--- src/rtl/scp_pkg.sv ---
package scp_pkg;
  typedef struct packed {
    logic shift;
    logic latch;
  } scpStrobe_t;

  localparam logic [1:0] RATE_44K1 = 2'b00;
  localparam logic [1:0] RATE_48K  = 2'b01;
  localparam logic [1:0] RATE_32K  = 2'b10;

  localparam int DEEM_ON_BIT = 0;
  localparam int RATE_LSB    = 1;
  localparam int MODE_W      = 3;
endpackage

--- src/rtl/scp_ctrl.sv ---
module scp_ctrl
  import scp_pkg::*;
#(
  parameter int SYNC_STAGES = 2
) (
  input  logic       clk,
  input  logic       rstN,
  input  logic       serEnable,
  input  logic       serData,
  input  logic       serClk,
  input  logic       latchEn,
  output scpStrobe_t stb,
  output logic       serEnSync,
  output logic       dataSync
);
  localparam int NUM_LINES = 4;
  localparam int IDX_DATA  = 0;
  localparam int IDX_CLK   = 1;
  localparam int IDX_LATCH = 2;
  localparam int IDX_EN    = 3;

  logic [NUM_LINES-1:0] rawLines;
  logic [NUM_LINES-1:0] syncLines;
  logic prevClk, prevLatch;
  logic clkRise, latchRise;

  assign rawLines = {serEnable, latchEn, serClk, serData};

  for (genvar i = 0; i < NUM_LINES; i++) begin : g_sync
    logic [SYNC_STAGES-1:0] q;
    always_ff @(posedge clk or negedge rstN) begin
      if (!rstN) q <= '0;
      else       q <= {q[SYNC_STAGES-2:0], rawLines[i]};
    end
    assign syncLines[i] = q[SYNC_STAGES-1];
  end

  always_ff @(posedge clk or negedge rstN) begin
    if (!rstN) begin
      prevClk   <= 1'b0;
      prevLatch <= 1'b0;
    end else begin
      prevClk   <= syncLines[IDX_CLK];
      prevLatch <= syncLines[IDX_LATCH];
    end
  end

  assign clkRise   = syncLines[IDX_CLK] & ~prevClk;
  assign latchRise = syncLines[IDX_LATCH] & ~prevLatch;
  assign serEnSync = syncLines[IDX_EN];
  assign dataSync  = syncLines[IDX_DATA];

  always_comb begin
    stb.shift = serEnSync & clkRise & ~syncLines[IDX_LATCH];
    stb.latch = serEnSync & latchRise;
  end
endmodule

--- src/rtl/scp_dp.sv ---
module scp_dp
  import scp_pkg::*;
#(
  parameter int ATT_W = 11
) (
  input  logic              clk,
  input  logic              rstN,
  input  scpStrobe_t        stb,
  input  logic              serEn,
  input  logic              dataIn,
  input  logic              pinDeemOn,
  input  logic [1:0]        pinRate,
  output logic [ATT_W-1:0]  attenCode,
  output logic              deemOn,
  output logic [1:0]        deemRate,
  output logic [ATT_W:0]    wordReg,
  output logic [ATT_W-1:0]  attReg,
  output logic [MODE_W-1:0] modeReg
);
  localparam int WORD_W = ATT_W + 1;

  function automatic logic [1:0] fixRate(input logic [1:0] code);
    return (code == 2'b11) ? RATE_44K1 : code;
  endfunction

  always_ff @(posedge clk or negedge rstN) begin
    if (!rstN) wordReg <= '0;
    else if (stb.shift) wordReg <= {wordReg[WORD_W-2:0], dataIn};
  end

  always_ff @(posedge clk or negedge rstN) begin
    if (!rstN) begin
      attReg  <= '1;
      modeReg <= '0;
    end else if (stb.latch) begin
      if (wordReg[WORD_W-1]) modeReg <= wordReg[MODE_W-1:0];
      else                   attReg  <= wordReg[ATT_W-1:0];
    end
  end

  always_comb begin
    if (serEn) begin
      attenCode = attReg;
      deemOn    = modeReg[DEEM_ON_BIT];
      deemRate  = fixRate(modeReg[RATE_LSB+1:RATE_LSB]);
    end else begin
      attenCode = '1;
      deemOn    = pinDeemOn;
      deemRate  = fixRate(pinRate);
    end
  end
endmodule

--- src/rtl/serial_ctrl_port.sv ---
module serial_ctrl_port
  import scp_pkg::*;
#(
  parameter int ATT_W       = 11,
  parameter int SYNC_STAGES = 2
) (
  input  logic             clk,
  input  logic             rstN,
  input  logic             serEnable,
  input  logic             serData,
  input  logic             serClk,
  input  logic             latchEn,
  input  logic             pinDeemOn,
  input  logic [1:0]       pinRate,
  output logic [ATT_W-1:0] attenCode,
  output logic             deemOn,
  output logic [1:0]       deemRate
);
  scpStrobe_t        stb;
  logic              serEnSync;
  logic              dataSync;
  logic [ATT_W:0]    wordReg;
  logic [ATT_W-1:0]  attReg;
  logic [MODE_W-1:0] modeReg;

  scp_ctrl #(.SYNC_STAGES(SYNC_STAGES)) u_ctrl (
    .clk(clk), .rstN(rstN), .serEnable(serEnable), .serData(serData),
    .serClk(serClk), .latchEn(latchEn), .stb(stb),
    .serEnSync(serEnSync), .dataSync(dataSync)
  );

  scp_dp #(.ATT_W(ATT_W)) u_dp (
    .clk(clk), .rstN(rstN), .stb(stb), .serEn(serEnSync), .dataIn(dataSync),
    .pinDeemOn(pinDeemOn), .pinRate(pinRate), .attenCode(attenCode),
    .deemOn(deemOn), .deemRate(deemRate), .wordReg(wordReg),
    .attReg(attReg), .modeReg(modeReg)
  );
endmodule

--- config.mk ---
export PLATFORM = sky130hd
export DESIGN_NAME = serial_ctrl_port
export DESIGN_NICKNAME = d
export VERILOG_FILES = /design/src/rtl/scp_pkg.sv /design/src/rtl/scp_ctrl.sv /design/src/rtl/scp_dp.sv /design/src/rtl/serial_ctrl_port.sv
export SDC_FILE = /design/constraint.sdc
export NUM_CORES = 1
export LEC_CHECK = 0
export ABC_AREA = 1
export BUFFER_PORTS_ARGS = -buffer_cell sky130_fd_sc_hd__buf_2
export CAP_MARGIN = 40
export CELL_PAD_IN_SITES_DETAIL_PLACEMENT = 0
export CELL_PAD_IN_SITES_GLOBAL_PLACEMENT = 1
export CORE_ASPECT_RATIO = 1.5
export CORE_MARGIN = 2
export CORE_UTILIZATION = 41
export DETAILED_ROUTE_END_ITERATION = 6
export PLACE_DENSITY_LB_ADDON = 0.15
export SYNTH_ARGS = -nofsm -noshare
export SYNTH_HDL_FRONTEND = slang
export SYNTH_SLANG_ARGS = --single-unit
--- constraint.sdc ---
create_clock -name clk -period 1.3 [get_ports clk]
set_input_delay 0.195 -clock clk [delete_from_list [all_inputs] [get_ports clk]]
set_output_delay 0.195 -clock clk [all_outputs]
set_load 0.005 [all_outputs]
==> results of run 1 <==
[state kept, by name, summed over array words and instances (netlist names)]
signal and flops:
u_dp.wordReg 12, u_ctrl.prevLatch 1, u_dp.attReg 11, u_ctrl.g_sync.q 8, u_dp.modeReg 3, u_ctrl.prevClk 1
[metrics by stage]
| stage | setup TNS, ns | instances | hold WS, ns | utilization, % |
|---|---|---|---|---|
| 3_5_place_dp | 0 | 226 | 0.254 | 47.5 |
| 2_1_floorplan | 0 | 164 | -0.101 | - |
| 4_1_cts | -0.204 | 241 | 0.359 | 52.5 |
| 6_report | -0.198 | 242 | 0.356 | 54.1 |
| 3_3_place_gp | 0 | 226 | 0.251 | 47.5 |
| 5_1_grt | -1.24 | 242 | 0.363 | 54.1 |
[metal layers]
layer,share of wire [%],up-vias,wire length [µm],track usage [%]
met1,43,513,1100,17.3
met2,51,25,1320,23.8
met4,2.7,0,71,8.72
met3,3.6,9,93,4.04
met5,0,-,0,0
li1,-,571,-,-
[power by group through the flow]
stage | combinational, mW | sequential (mW) | clock, mW
3_3_place_gp | 0.213 | 1.32 | 0
2_1_floorplan | 0.135 | 1.30 | 0
5_1_grt | 0.298 | 1.31 | 0.866
6_report | 0.253 | 1.30 | 0.783
3_5_place_dp | 0.218 | 1.32 | 0
4_1_cts | 0.238 | 1.30 | 0.814
[timing repair]
action | CTS | global route
gates resized for setup | 3 | 10
cloned | 0 | 1
hold buffers | 5 | 0
endpoints found under the hold margin | 29 | 0
setup endpoints to repair | 14 | 26
pin swaps | 1 | 0
setup buffers | 2 | 0
[cells by family after synthesis]
family | Yosys count
and+or+nand+nor | 101
DFF | 36
buffers and inverters | 24
AOI/OAI and AO/OA | 3
[critical path: cells and delay by family (launching register included)]
| kind | cells | cell delay [ns] |
|---|---|---|
| AO/OA/AOI/OAI | 1 | 0.17 |
| buffers and inverters | 2 | 0.29 |
| flip-flops | 1 | 0.39 |
[path summary, 6_finish.rpt]
check / to / from / slack (ns)
setup / recovery: deemRate[1] / u_ctrl.g_sync[3].q[1] / -0.03
hold / removal: u_ctrl.g_sync[2].q[1] / u_ctrl.g_sync[2].q[0] / 0.36
setup reg to reg: u_dp.attReg[4] / u_ctrl.g_sync[3].q[1] / 0.11
hold reg to reg: u_ctrl.g_sync[2].q[1] / u_ctrl.g_sync[2].q[0] / 0.36
max in group asynchronous: u_dp.attReg[7] / rstN / 0.50
min in group asynchronous: u_dp.modeReg[2] / rstN / 0.47
[cell usage in the layout (no fill, tap or decap)]
cell type / Yosys / layout
o31ai_2: 0 / 1
nor2_8: 1 / 1
nand3_1: 27 / 27
dlygate4sd3_1: 0 / 5
inv_2: 1 / 1
clkbuf_16: 0 / 1
inv_1: 15 / 15
clkinvlp_4: 0 / 2
o21ai_1: 0 / 2
nand2_2: 1 / 2
buf_6: 3 / 3
buf_4: 0 / 5
buf_2: 5 / 21
buf_8: 0 / 1
dfrtp_1: 25 / 25
dfstp_2: 11 / 11
nor2_1: 2 / 2
nand2_1: 69 / 66
clkinv_4: 0 / 1
clkbuf_8: 0 / 5
nand2_4: 1 / 3
[cell type report]
cell class                 count  area [µm²]  share of cell area, %
multi-input combinational    104         479                   25.7
clock inverter                 3        23.8                   1.27
clock buffer                   5        68.8                   3.69
timing repair buffer          36         267                   14.3
inverter                      16        60.1                   3.22
tap                           42        52.6                   2.82
sequential                    36         915                   49.0
==> flow_summary.ini, run 1 <==
[global_route]
first_global_vias = 1083
antenna_found_initial = 0
grt_overflow = 0
grt_max_degree = 37
grt_pass1_wl_um = 4510
grtUsageTotal_pct = 14.9

[routing]
via_per_inst = 4.62
first_pass_iters = 4
drc = 0
wl_per_cell_um = 10.7
vias = 1118
drtIter0Drc = 20
wl_um = 2590
ant_nets = 0

[yosys]
synthTopCellsByCount = nand2_1, nand3_1, dfrtp_1
synth_top_area_cell = dfrtp_1
synthMuxAreaShare_pct = 0
yosysTopAreaCellShare_pct = 42.0
avgSynthCellArea_um2 = 9.09
synth_area_um2 = 1490
synth.distinct_cells = 14
synth_ff_type = dfrtp_1
synth_fa_ha_area_share_pct = 0
syn-num-nets = 173
synth_seq_cells = 36
ys_seq_area_share_pct = 61.4
synth_top_family_by_area = simple AND/OR/NAND/NOR gates
yosysMostFrequentCell = nand2_1
synthCells = 164
synthSimpleGateAreaFrac_pct = 29.5
synth_compound_area_share_pct = 1.18
yosysWarnings = 0
synthXorXnorAreaFrac_pct = 0
synth-edff-count = 0
async_flop_share_pct = 100
synth_area_leaders = dfrtp_1, dfstp_2, nand2_1

[clock_tree]
root_buffer = clkbuf_8
numCtsBuffers = 5
clock_latency_ns = 0.28
clock_sinks = 36
cts_buffer_depth = 2
tritoncts = built
cts_htree_levels = 2
clk_pin_slew_ns = 0.07

[layout]
nFillCells = 342
n_antenna_cell = 0
area_growth_pct = 25.2
final_cell_area_um2 = 1870
drive_above_1_share_pct = 29.0
num-nets-final = 208

[timing]
hold_viol_final = 0
final-max-slew-violation-count = 0
min_period_ns = 1.33
rsz0062_at_grt = true
min_period_over_period_pct = 103
max_freq_ghz = 0.749
worst_pin_slew_ns = 0.428
relSlewSlack_pct = 71.5
fin_skew_ns = 0.00137
timing.final.ws_setup_ns = -0.0348
finalSetupViolCount = 12

[setup_path]
path_cells = buf_6 -> o31ai_2 -> buf_2
start_kind = flop
crit_slowest_cell = dfrtp_1
reg2reg_depth = 7
endpoint_kind = output pin
worst-setup-path-type = flop to output pin
arrival_ns = 1.14
crit_path_max_incr_delay_ns = 0.39
required_ns = 1.11
critPathMaxFanout = 9

[floorplanning]
coreArea_um2 = 3450
die-area_um2 = 4140
start_util_pct = 43.2
die_h_um = 77.8
fp-row-count = 26
die_w_um = 53.2
io-pin-count = 23

[power]
p_int_mw = 1.73
comb_power_share_pct = 10.8
swShare_pct = 25.9
peakVddDrop_uv = 962
finalPower_mw = 2.33
power_leakage_nw = 0.980
powerDensity_nw_per_um2 = 1250
pwr-share-clk_pct = 33.6
p_sw_uw = 605
p_seq_share_pct = 55.6

[placed_design]
place_hpwl_um = 1790
dpl_cell_area_um2 = 1640
numPortBuffers = 22
gp_congestion = 0.784
dpl_worst_slack_ns = 0.151

[run_status]
outcome = complete, but fails checks
violations = setup timing

[min_path]
whs_path_depth = 0
min_path_type = flop to flop

[run]
max_cap_violations = 0
Power figures use the tool's default switching activity.
==> run 2, diff against run 1 <==
clock period = 1.4 ns   (was 1.3 ns; I/O delays follow)
==> flow_summary.ini, run 2 (synthesized netlist as in run 1, its figures left out) <==
[clock_tree]
clock_latency_ns = 0.28
numCtsBuffers = 5
clock_sinks = 36
cts_htree_levels = 2
cts_buffer_depth = 2
root_buffer = clkbuf_8
tritoncts = built
clk_pin_slew_ns = 0.07

[floorplanning]
fp-row-count = 26
die_h_um = 77.8
die_w_um = 53.2
coreArea_um2 = 3450
io-pin-count = 23
die-area_um2 = 4140
start_util_pct = 43.2

[power]
peakVddDrop_uv = 1050
swShare_pct = 23.1
pwr-share-clk_pct = 38.5
p_seq_share_pct = 52.8
p_sw_uw = 529
power_leakage_nw = 0.934
p_int_mw = 1.76
comb_power_share_pct = 8.7
powerDensity_nw_per_um2 = 1300

[timing]
tns_ns = 0
max_freq_ghz = 0.754
relSlewSlack_pct = 70.4
worst_pin_slew_ns = 0.444
min_period_ns = 1.33
final-max-slew-violation-count = 0
hold_viol_final = 0
rsz0062_at_grt = false
min_period_over_period_pct = 94.7
finalSetupViolCount = 0
fin_skew_ns = 0.00467

[routing]
vias = 1095
ant_nets = 0
drc = 0
via_per_inst = 4.66
wl_um = 2570
wl_per_cell_um = 10.9
first_pass_iters = 4
drtIter0Drc = 6

[layout]
nFillCells = 367
seqCellArea_um2 = 916
top_regs = u_dp.wordReg x12, u_dp.attReg x11, u_ctrl.g_sync.q x8
multi_input_area_um2 = 457
top_register = u_dp.wordReg
final_cell_area_um2 = 1760
largest_reg_flops = 12
drive_above_1_share_pct = 26.9
final_cell_mix = nand2_1, nand3_1, dfrtp_1, buf_2, inv_1
num-nets-final = 201
n_antenna_cell = 0
final_common_cell = nand2_1
area_growth_pct = 18.2

[setup_path]
required_ns = 1.19
worst-setup-path-type = flop to output pin
critPathMaxFanout = 9
start_kind = flop
arrival_ns = 1.12
endpoint_kind = output pin

[placed_design]
numPortBuffers = 22
gp_congestion = 0.752
dpl_cell_area_um2 = 1630
place_hpwl_um = 1850

[global_route]
grt_max_degree = 37
grt_overflow = 0
antenna_found_initial = 0
first_global_vias = 1057
grtUsageTotal_pct = 14.8
grt_pass1_wl_um = 4500

[run_status]
outcome = finished, final reports clean

[run]
max_cap_violations = 0

[min_path]
min_path_type = primary input to flop
run 2: routing by layer:
metal  vias to the layer above  part of all wire (%)  global-route usage [%]
li1                        559                     -                       -
met1                       508                    45                    17.7
met2                        22                    49                    23.3
met3                         6                   3.4                    4.04
met4                         0                   2.3                    7.95
met5                         -                     0                       0
run 2: path summary, 6_finish.rpt:
check	startpoint	to	slack (ns)	cells past startpoint
max	u_ctrl.g_sync[3].q[1]	deemRate[1]	0.07	2
min	latchEn	u_ctrl.g_sync[2].q[0]	0.03	1
max reg2reg	u_ctrl.g_sync[3].q[1]	u_dp.attReg[4]	0.17	6
min reg2reg	u_ctrl.g_sync[3].q[0]	u_ctrl.g_sync[3].q[1]	0.35	0
max in group asynchronous	rstN	u_dp.attReg[4]	0.57	3
min in group asynchronous	rstN	u_dp.modeReg[2]	0.49	3
run 2: critical path: stages, from the launching register on:
cell and delay (ns):
dfrtp_2 0.46, o31ai_1 0.23, buf_2 0.15
run 2: layout make-up:
cell class | instances | area share, %
tap | 42 | 2.98
clock inverter | 3 | 2.41
inverter | 16 | 3.41
sequential | 36 | 52.0
clock buffer | 5 | 3.91
multi-input combinational | 104 | 25.9
timing repair buffer | 29 | 9.37
run 2: power by group through the flow:
stage	combinational (mW)	sequential, mW	clock (mW)
global route	0.236	1.22	0.956
floorplan	0.125	1.20	0
global placement	0.193	1.22	0
CTS	0.202	1.21	0.917
detailed placement	0.200	1.23	0
finish	0.199	1.21	0.879
run 2: timing repair:
item	CTS	global route
gates resized for setup	1	0
hold buffers	1	0
setup buffers	0	1
endpoints found under the setup margin	11	9
endpoints found under the hold margin	25	0
cloned	0	0
run 2: per-stage QoR:
stage	std cells	util [%]	hold WS, ns	power, mW	setup slack, ns
after CTS	234	50.9	0.0167	2.33	0.0352
final	235	51.1	0.0316	2.28	0.0745
after detailed placement	225	47.3	0.274	1.42	0.176
after global routing	235	51.1	0.0117	2.41	0.0111
after global placement	225	47.3	0.265	1.42	0.195
after floorplan	164	-	-0.0856	1.33	0.339
==> run 3, diff against run 2 <==
CORE_UTILIZATION = 45   (was 41)
CTS_CLUSTER_SIZE = 16   (was not set)
clock period = 1.59 ns   (was 1.4 ns; I/O delays follow)
==> flow_summary.ini, run 3 (synthesized netlist as in run 1, its figures left out) <==
[timing]
min_period_ns = 1.47
relSlewSlack_pct = 71.4
worst_pin_slew_ns = 0.429
whs_ns = 0.0545
tns_ns = 0
min_period_over_period_pct = 92.4
final-max-slew-violation-count = 0
fin_skew_ns = 0.00870
hold_viol_final = 0
finalSetupViolCount = 0
timing.final.ws_setup_ns = 0.120
max_freq_ghz = 0.680
rsz0062_at_grt = false

[clock_tree]
clk_pin_slew_ns = 0.07
cts_setup_buffers = 0
cts_buffer_depth = 2
root_buffer = clkbuf_8
cts_htree_levels = 2
clock_sinks = 36
numCtsBuffers = 5
clock_latency_ns = 0.29
tritoncts = built

[setup_path]
worst-setup-path-type = flop to output pin
crit_path_max_incr_delay_ns = 0.43
required_ns = 1.35
worst-path-buf-inv = 2
endpoint_kind = output pin
critPathMaxFanout = 14
path_delay_family = flip-flops
crit_slowest_cell = dfrtp_2
start_kind = flop
arrival_ns = 1.23
path_cells = buf_6 -> nand3_1 -> o31ai_1 -> buf_2

[routing]
vias = 1097
wl_um = 2490
wl_per_cell_um = 10.8
ant_nets = 0
via_per_inst = 4.75
drtIter0Drc = 24
drc = 0
first_pass_iters = 4

[global_route]
first_global_vias = 1046
grtUsageTotal_pct = 15.7
grt_overflow = 0
antenna_found_initial = 0
grt_pass1_wl_um = 4430
grt_max_degree = 37

[layout]
top_register = u_dp.wordReg
post-route-util_pct = 54.6
drive_above_1_share_pct = 26.2
num-nets-final = 199
top_regs = u_dp.wordReg x12, u_dp.attReg x11, u_ctrl.g_sync.q x8
largest_reg_flops = 12
n_antenna_cell = 0
final_cell_mix = nand2_1, nand3_1, dfrtp_1, buf_2, inv_1
final_common_cell = nand2_1
area_growth_pct = 15.7
final_cell_area_um2 = 1720

[run_status]
outcome = finished, final reports clean

[power]
powerDensity_nw_per_um2 = 1080
power_leakage_nw = 0.919
peakVddDrop_uv = 762

[placed_design]
place_hpwl_um = 1800
numPortBuffers = 22
dpl_cell_area_um2 = 1620
gp_congestion = 0.856
dpl_worst_slack_ns = 0.277

[floorplanning]
die-area_um2 = 3800
io-pin-count = 23
die_h_um = 74.5
coreArea_um2 = 3160
fp-row-count = 25
die_w_um = 51.0
start_util_pct = 47.2

[min_path]
min_path_type = primary input to flop

[run]
max_cap_violations = 0
[run 3: cell type report]
| type | count | area (µm²) |
|---|---|---|
| well taps | 40 | 50.0 |
| repair buffers | 27 | 154 |
| flip-flops and latches | 36 | 916 |
| multi-input cells | 104 | 457 |
| inverters | 16 | 60.1 |
| fillers | 307 | 1440 |
| clock buffers | 5 | 68.8 |
| clock inverters | 3 | 18.8 |
[run 3: worst paths after layout]
kind,startpoint,endpoint,slack [ns],depth (start not counted)
min reg2reg,u_ctrl.g_sync[2].q[0],u_ctrl.g_sync[2].q[1],0.35,0
max,u_ctrl.g_sync[3].q[1],deemRate[1],0.12,4
min in group asynchronous,rstN,u_dp.modeReg[2],0.50,3
max reg2reg,u_ctrl.g_sync[3].q[1],u_dp.wordReg[5],0.31,5
max in group asynchronous,rstN,u_dp.attReg[4],0.74,3
min,serClk,u_ctrl.g_sync[1].q[0],0.05,1
[run 3: report_power, final]
part / leakage, nW / internal (mW) / switching (mW)
registers: 0.435 / 1.01 / 0.0565
logic: 0.436 / 0.0724 / 0.0984
clock network: 0.0479 / 0.305 / 0.317
total: 0.919 / 1.38 / 0.472
[run 3: worst register-to-register path: cells and delay by family, from the launching register on]
kind | cells | cell delay [ns]
simple gates | 4 | 0.57
flops | 1 | 0.43
buf+inv | 1 | 0.17
[run 3: metal layers]
layer / global-route usage, % / share of wire (%) / up-vias
met5: 0 / 0 / -
met4: 8.11 / 2.3 / 0
met3: 4.82 / 4.9 / 5
met2: 27.1 / 49 / 24
met1: 17.3 / 44 / 514
li1: - / - / 554
[run 3: what timing repair did]
item                                    in CTS  in global routing
hold buffers                                 1                  0
endpoints found under the setup margin       1                  1
endpoints found under the hold margin       25                  0
gates resized for setup                      1                  1
pin swaps                                    0                  0
[run 3: per-stage QoR]
step / total power, mW / std cells
after floorplan: 1.17 / 164
after global placement: 1.25 / 222
after detailed placement: 1.25 / 222
after CTS: 1.89 / 231
after global routing: 1.96 / 231
final: 1.86 / 231
